<file path="src/rtl/pcm_codec_clksel.sv">
module pcm_codec_clksel #(
  parameter int DIV_W      = 8,
  parameter int FRM_W      = 9,
  parameter int DEF_FRAME  = 256,
  parameter int HOLD_RISES = 3
) (
  input  logic             mclk,
  input  logic             rst_n,
  input  logic             pll_clk_i,
  input  logic             pcm_clk_pin_i,
  input  logic             pcm_frm_pin_i,
  input  logic [1:0]       pcm_src_i,
  input  logic [1:0]       cod_src_i,
  input  logic [DIV_W-1:0] pcm_mdiv_i,
  input  logic [DIV_W-1:0] pcm_pdiv_i,
  input  logic [DIV_W-1:0] cod_mdiv_i,
  input  logic [DIV_W-1:0] cod_pdiv_i,
  input  logic [FRM_W-1:0] frm_period_i,
  input  logic             cod_oe_bit_i,
  output logic             pcm_clk_o,
  output logic             cod_clk_o,
  output logic             pcm_master_o,
  output logic             pcm_frm_o,
  output logic             pcm_frm_oe_o,
  output logic             cod_clk_oe_o
);
  localparam int HC_W = $clog2(HOLD_RISES + 1);

  logic [1:0] pin_sync;
  logic       ext_clk, pll_q, pll_rise;
  logic       port_clk  [2];
  logic       port_hold [2];
  logic       port_rise [2];
  logic [1:0] port_cur  [2];

  always_ff @(posedge mclk or negedge rst_n)
    if (!rst_n) begin
      pin_sync <= '0;
      pll_q    <= 1'b0;
    end else begin
      pin_sync <= {pin_sync[0], pcm_clk_pin_i};
      pll_q    <= pll_clk_i;
    end

  assign ext_clk  = pin_sync[1];
  assign pll_rise = pll_clk_i & ~pll_q;

  for (genvar p = 0; p < 2; p++) begin : g_port
    logic [DIV_W-1:0] mdv, pdv, mhalf, phalf, mcnt, pcnt;
    logic [1:0]       cfg, s1, s2, cur;
    logic [3:0]       src, src_q, src_rise;
    logic             mclk_dv, pll_dv, hold, clk_r, nxt;
    logic [HC_W-1:0]  hcnt;

    assign mdv   = (p == 0) ? pcm_mdiv_i : cod_mdiv_i;
    assign pdv   = (p == 0) ? pcm_pdiv_i : cod_pdiv_i;
    assign cfg   = (p == 0) ? pcm_src_i  : cod_src_i;
    assign mhalf = (mdv == '0) ? DIV_W'(1) : mdv;
    assign phalf = (pdv == '0) ? DIV_W'(1) : pdv;

    assign src      = {pll_clk_i, pll_dv, mclk_dv, ext_clk};
    assign src_rise = src & ~src_q;
    assign nxt      = hold ? 1'b0 : src[cur];

    always_ff @(posedge mclk or negedge rst_n)
      if (!rst_n) begin
        mcnt    <= '0;
        mclk_dv <= 1'b0;
        pcnt    <= '0;
        pll_dv  <= 1'b0;
        src_q   <= '0;
        s1      <= '0;
        s2      <= '0;
      end else begin
        src_q <= src;
        s1    <= cfg;
        s2    <= s1;
        if (mcnt >= mhalf - 1'b1) begin
          mcnt    <= '0;
          mclk_dv <= ~mclk_dv;
        end else begin
          mcnt <= mcnt + 1'b1;
        end
        if (pll_rise) begin
          if (pcnt >= phalf - 1'b1) begin
            pcnt   <= '0;
            pll_dv <= ~pll_dv;
          end else begin
            pcnt <= pcnt + 1'b1;
          end
        end
      end

    always_ff @(posedge mclk or negedge rst_n)
      if (!rst_n) begin
        cur   <= 2'd0;
        hold  <= 1'b1;
        hcnt  <= '0;
        clk_r <= 1'b0;
      end else begin
        clk_r <= nxt;
        if (hold) begin
          if (s2 != cur) begin
            cur  <= s2;
            hcnt <= '0;
          end else if (hcnt != HC_W'(HOLD_RISES)) begin
            if (src_rise[cur]) hcnt <= hcnt + 1'b1;
          end else if (!src[cur]) begin
            hold <= 1'b0;
          end
        end else if (s2 != cur && !src[cur]) begin
          cur  <= s2;
          hold <= 1'b1;
          hcnt <= '0;
        end
      end

    assign port_clk[p]  = clk_r;
    assign port_hold[p] = hold;
    assign port_cur[p]  = cur;
    assign port_rise[p] = nxt & ~clk_r;
  end

  logic [FRM_W-1:0] flen, flast, fcnt;
  logic             cod_oe_q;

  assign flen  = (frm_period_i == '0) ? FRM_W'(DEF_FRAME) : frm_period_i;
  assign flast = flen - 1'b1;

  always_ff @(posedge mclk or negedge rst_n)
    if (!rst_n) begin
      fcnt     <= '1;
      cod_oe_q <= 1'b0;
    end else begin
      cod_oe_q <= cod_oe_bit_i;
      if (port_hold[0])
        fcnt <= flast;
      else if (port_rise[0])
        fcnt <= (fcnt >= flast) ? '0 : fcnt + 1'b1;
    end

  assign pcm_clk_o    = port_clk[0];
  assign cod_clk_o    = port_clk[1];
  assign pcm_master_o = (port_cur[0] != 2'd0);
  assign pcm_frm_oe_o = pcm_master_o;
  assign pcm_frm_o    = pcm_master_o ? (pcm_clk_o && fcnt == '0) : pcm_frm_pin_i;
  assign cod_clk_oe_o = cod_oe_q;
endmodule

</file>
<file path="config.mk">
export PLATFORM = sky130hd
export DESIGN_NAME = pcm_codec_clksel
export DESIGN_NICKNAME = d
export VERILOG_FILES = /design/src/rtl/pcm_codec_clksel.sv
export SDC_FILE = /design/constraint.sdc
export NUM_CORES = 1
export LEC_CHECK = 0
export ABC_AREA = 1
export BUFFER_PORTS_ARGS = -buffer_cell sky130_fd_sc_hd__buf_2
export CAP_MARGIN = 20
export CORE_ASPECT_RATIO = 0.9
export CORE_MARGIN = 4
export CORE_UTILIZATION = 40
export CTS_CLUSTER_SIZE = 24
export DETAILED_ROUTE_END_ITERATION = 8
export PLACE_DENSITY = 0.56
export SYNTH_ARGS = -nofsm -noshare
export SYNTH_HDL_FRONTEND = slang
export SYNTH_SLANG_ARGS = --single-unit
</file>
<file path="constraint.sdc">
create_clock -name mclk -period 2.3 [get_ports mclk]
set_clock_uncertainty 0.15 [all_clocks]
set_input_delay 0.115 -clock mclk [delete_from_list [all_inputs] [get_ports mclk]]
set_output_delay 0.115 -clock mclk [all_outputs]
set_load 0.02 [all_outputs]
</file>
==> impl_metrics.ini <==
[status]
outcome = complete, no violations

[clock_tree]
cts_buffer_depth = 2
clk_pin_slew_ns = 0.06
worst_skew_pair.late_latency_ns = 0.33
numCtsBuffers = 9
cts-root-buf = clkbuf_16
htree_levels = 3
cts_num_sinks = 74
cts_tree = built

[pwr]
seqPwrFrac = 0.396
ir_worst_vdd_mv = 0.450
power.density_nw_per_um2 = 729
p_switching_mw = 1.72
combPwrFrac = 0.335
intPower_mw = 3.15
clkPwrFrac = 0.268
switching_share = 0.353
leakage_nw = 3.39

[worst_setup_path]
crit_path_start_kind = input pin
cp_data_required_time_ns = 2.42
cp-end-kind = flip-flop
crit_type = in -> reg
slowest_stage = ha_1
critPathMaxStageDelay_ns = 0.30
path_cells = buf_2 > inv_1 > ha_2 > nand2_2 > nor2_4 > buf_4 > nand3_2 > xor2_2 > inv_1 > ha_1 > nand2_1 > nand2_1 > a21oi_2 > nand3_1 > nor2_4 > nand3b_1 > o21ai_2
worstPathMaxFanout = 6
r2r_cells = 8
cp.depth = 17
path_buf_inv = 4
cpLargestDelayFamily = simple AND/OR/NAND/NOR gates
cp.arrival_ns = 2.33

[synth]
yosysWarnings = 0
ys_ff_latch = 74
synth_nets = 737
synth_compound_area_frac = 0.0888
yosysMostFrequentCell = nand2_1
yosys.area_share.simple = 0.270
synth-xor-area-share = 0.0794
seq_area_frac_synth = 0.360
ys_top_cells_by_area = dfrtp_1 30%, ha_1 13%, nand2_1 9.2%
syn_inst = 632
ys.flop_type = dfrtp_1
yosysTopAreaCell = dfrtp_1
synth_fa_ha_area_frac = 0.130
synth_top_family_by_area = simple AND/OR/NAND/NOR gates
synth_area_sq_um = 5180
avgSynthCellArea_sq_um = 8.20
synth.area.mux_share = 0
synth.top_cell.area_share = 0.304
async_reset_ff_frac = 1.00
synthTopCellsByCount = 127 x nand2_1, 80 x inv_1, 64 x nor2_1, 63 x dfrtp_1, 54 x ha_1
ys_types = 48
synth_edf_count = 0

[layout]
area.sequential_sq_um = 1870
diodes = 0
drive_above_1_share = 0.294
final_net_count = 882
multi_input_area_sq_um = 3070
fillers = 1193
area_growth_pct = 28.8
final_util = 0.527

[grt]
overflow = 0
grt_start_max_net_pins = 70
grt_pass1_vias = 4291
antenna_found_initial = 0
grt_first_pass_wirelength_microns = 18700
grt.total_usage = 0.151

[run]
maxCapViolations = 0

[place]
place_hpwl_microns = 8610
io_buffers = 56
gp_congestion = 0.851

[floorplanning]
initial_utilization = 0.409
ioPinCount = 57
die_y_microns = 116
dieArea_sq_um = 14900
core_sq_um = 12700
std_cell_rows = 39
die_w_microns = 128

[timing]
final-setup-viol-count = 0
finalHoldViolCount = 0
period_needed_ns = 2.21
max_freq_mhz = 453
drv_slew = 0
fin_crit_sh = 0.960
setup_tns_ns = 0
maxSlewHeadroom = 0.412
tightest_slew_ns = 0.881

[hold_path]
hp-class = in -> reg
hold_path_depth = 5

[route]
first_pass_iters = 4
drt-initial-drc-count = 167
final_antenna_net_count = 0
dr_total_vias = 4526
wirelength_microns = 11100
drcViolationCount = 0
avgViaCountPerCell = 4.78
wire_per_inst_microns = 11.7
-- cell families after synthesis --
group / Yosys count
buffers and inverters: 95
flip-flops: 74
AND/OR/NAND/NOR: 294
adder cells (fa/ha/maj): 54
AO/OA/AOI/OAI: 68
XOR/XNOR: 47
-- power groups by stage --
stage	registers, mW	clock network (mW)	logic, mW
finish	1.93	1.31	1.63
global placement	1.94	0	1.48
global route	1.98	1.39	1.88
CTS	1.93	1.35	1.58
detailed placement	1.95	0	1.56
floorplan	1.87	0	1.12
-- state kept, by name (all words and copies together) (netlist names) --
signal,cells
g_port.hold,2
g_port.cur,4
g_port.pcnt,16
cod_clk_oe_o,1
g_port.mcnt,16
g_port.pll_dv,2
pin_sync,2
g_port.mclk_dv,2
pcm_clk_o,1
g_port.s1,4
fcnt,9
cod_clk_o,1
g_port.src_q,6
g_port.hcnt,4
g_port.s2,4
-- worst reg2reg max path, cell delays in order, from the launching register on --
cell and delay, ns:
dfstp_2 0.59, ha_1 0.27, nand2_1 0.07, nand2_1 0.07, a21oi_2 0.19, nand3_1 0.14
nor2_4 0.18, nand3b_1 0.12, o21ai_2 0.12
-- routing by layer --
layer  vias up  global-route usage  share of wire
met3        14              0.0336          0.032
met4         0              0.0368          0.012
met5         -                   0              0
li1       2365                   -              -
met2        54               0.249           0.48
met1      2093               0.203           0.47
-- per-stage QoR --
stage                     cells  power [mW]  hold WS [ns]  area, sq um  worst slack, ns
after floorplan             632        2.99        -0.331         5180           0.0270
after global placement      916        3.42        0.0752         6160           -0.217
after detailed placement    916        3.51        0.0772         6160           -0.317
after CTS                   941        4.86        0.0414         6520           0.0374
after global routing        946        5.26        0.0930         6680          -0.0586
final                       946        4.87        0.0433         6680           0.0915
-- path summary, 6_finish.rpt --
check | from | end | slack [ns]
max reg2reg | fcnt[6]$_DFFE_PN1P_ | fcnt[4]$_DFFE_PN1P_ | 0.33
min | frm_period_i[0] | fcnt[0]$_DFFE_PN1P_ | 0.04
min in group asynchronous | rst_n | cod_clk_oe_o$_DFF_PN0_ | 0.28
max | frm_period_i[0] | fcnt[4]$_DFFE_PN1P_ | 0.09
max in group asynchronous | rst_n | fcnt[4]$_DFFE_PN1P_ | 1.02
min reg2reg | pin_sync[0]$_DFF_PN0_ | pin_sync[1]$_DFF_PN0_ | 0.20
-- area by class of cell --
cell class / count / area share
flip-flops and latches: 74 / 0.279
repair buffers: 138 / 0.138
well taps: 164 / 0.0307
clock buffers: 12 / 0.0369
multi-input cells: 463 / 0.459
clock inverters: 4 / 0.00393
inverters: 91 / 0.0517
-- layout by cell type, fill, tap and decap left out, types with 4 or more instances in the layout --
cell	netlist	layout
xor2_1	36	35
nor3_1	6	4
nand2_1	127	123
nor2_1	64	61
o21ai_0	18	17
o21ai_2	5	5
nand2_4	3	4
nand4_1	21	21
ha_1	54	50
nor3_2	5	7
dfstp_2	11	11
dlygate4sd3_1	0	9
nand3_1	32	30
inv_2	9	11
a21oi_1	19	18
clkbuf_16	0	9
nor2_2	8	10
buf_2	2	55
inv_1	80	78
dfrtp_1	63	63
xnor2_1	11	11
nand2_2	6	9
buf_4	2	73
nand3_2	3	5
o21ai_1	4	5
-- repair_timing --
item / in CTS / in global routing
setup buffers: 0 / 5
gates resized for setup: 0 / 26
endpoints found under the hold margin: 71 / 0
hold buffers: 9 / 0
setup endpoints to repair: 0 / 32
(Power assumes the default switching activity.)
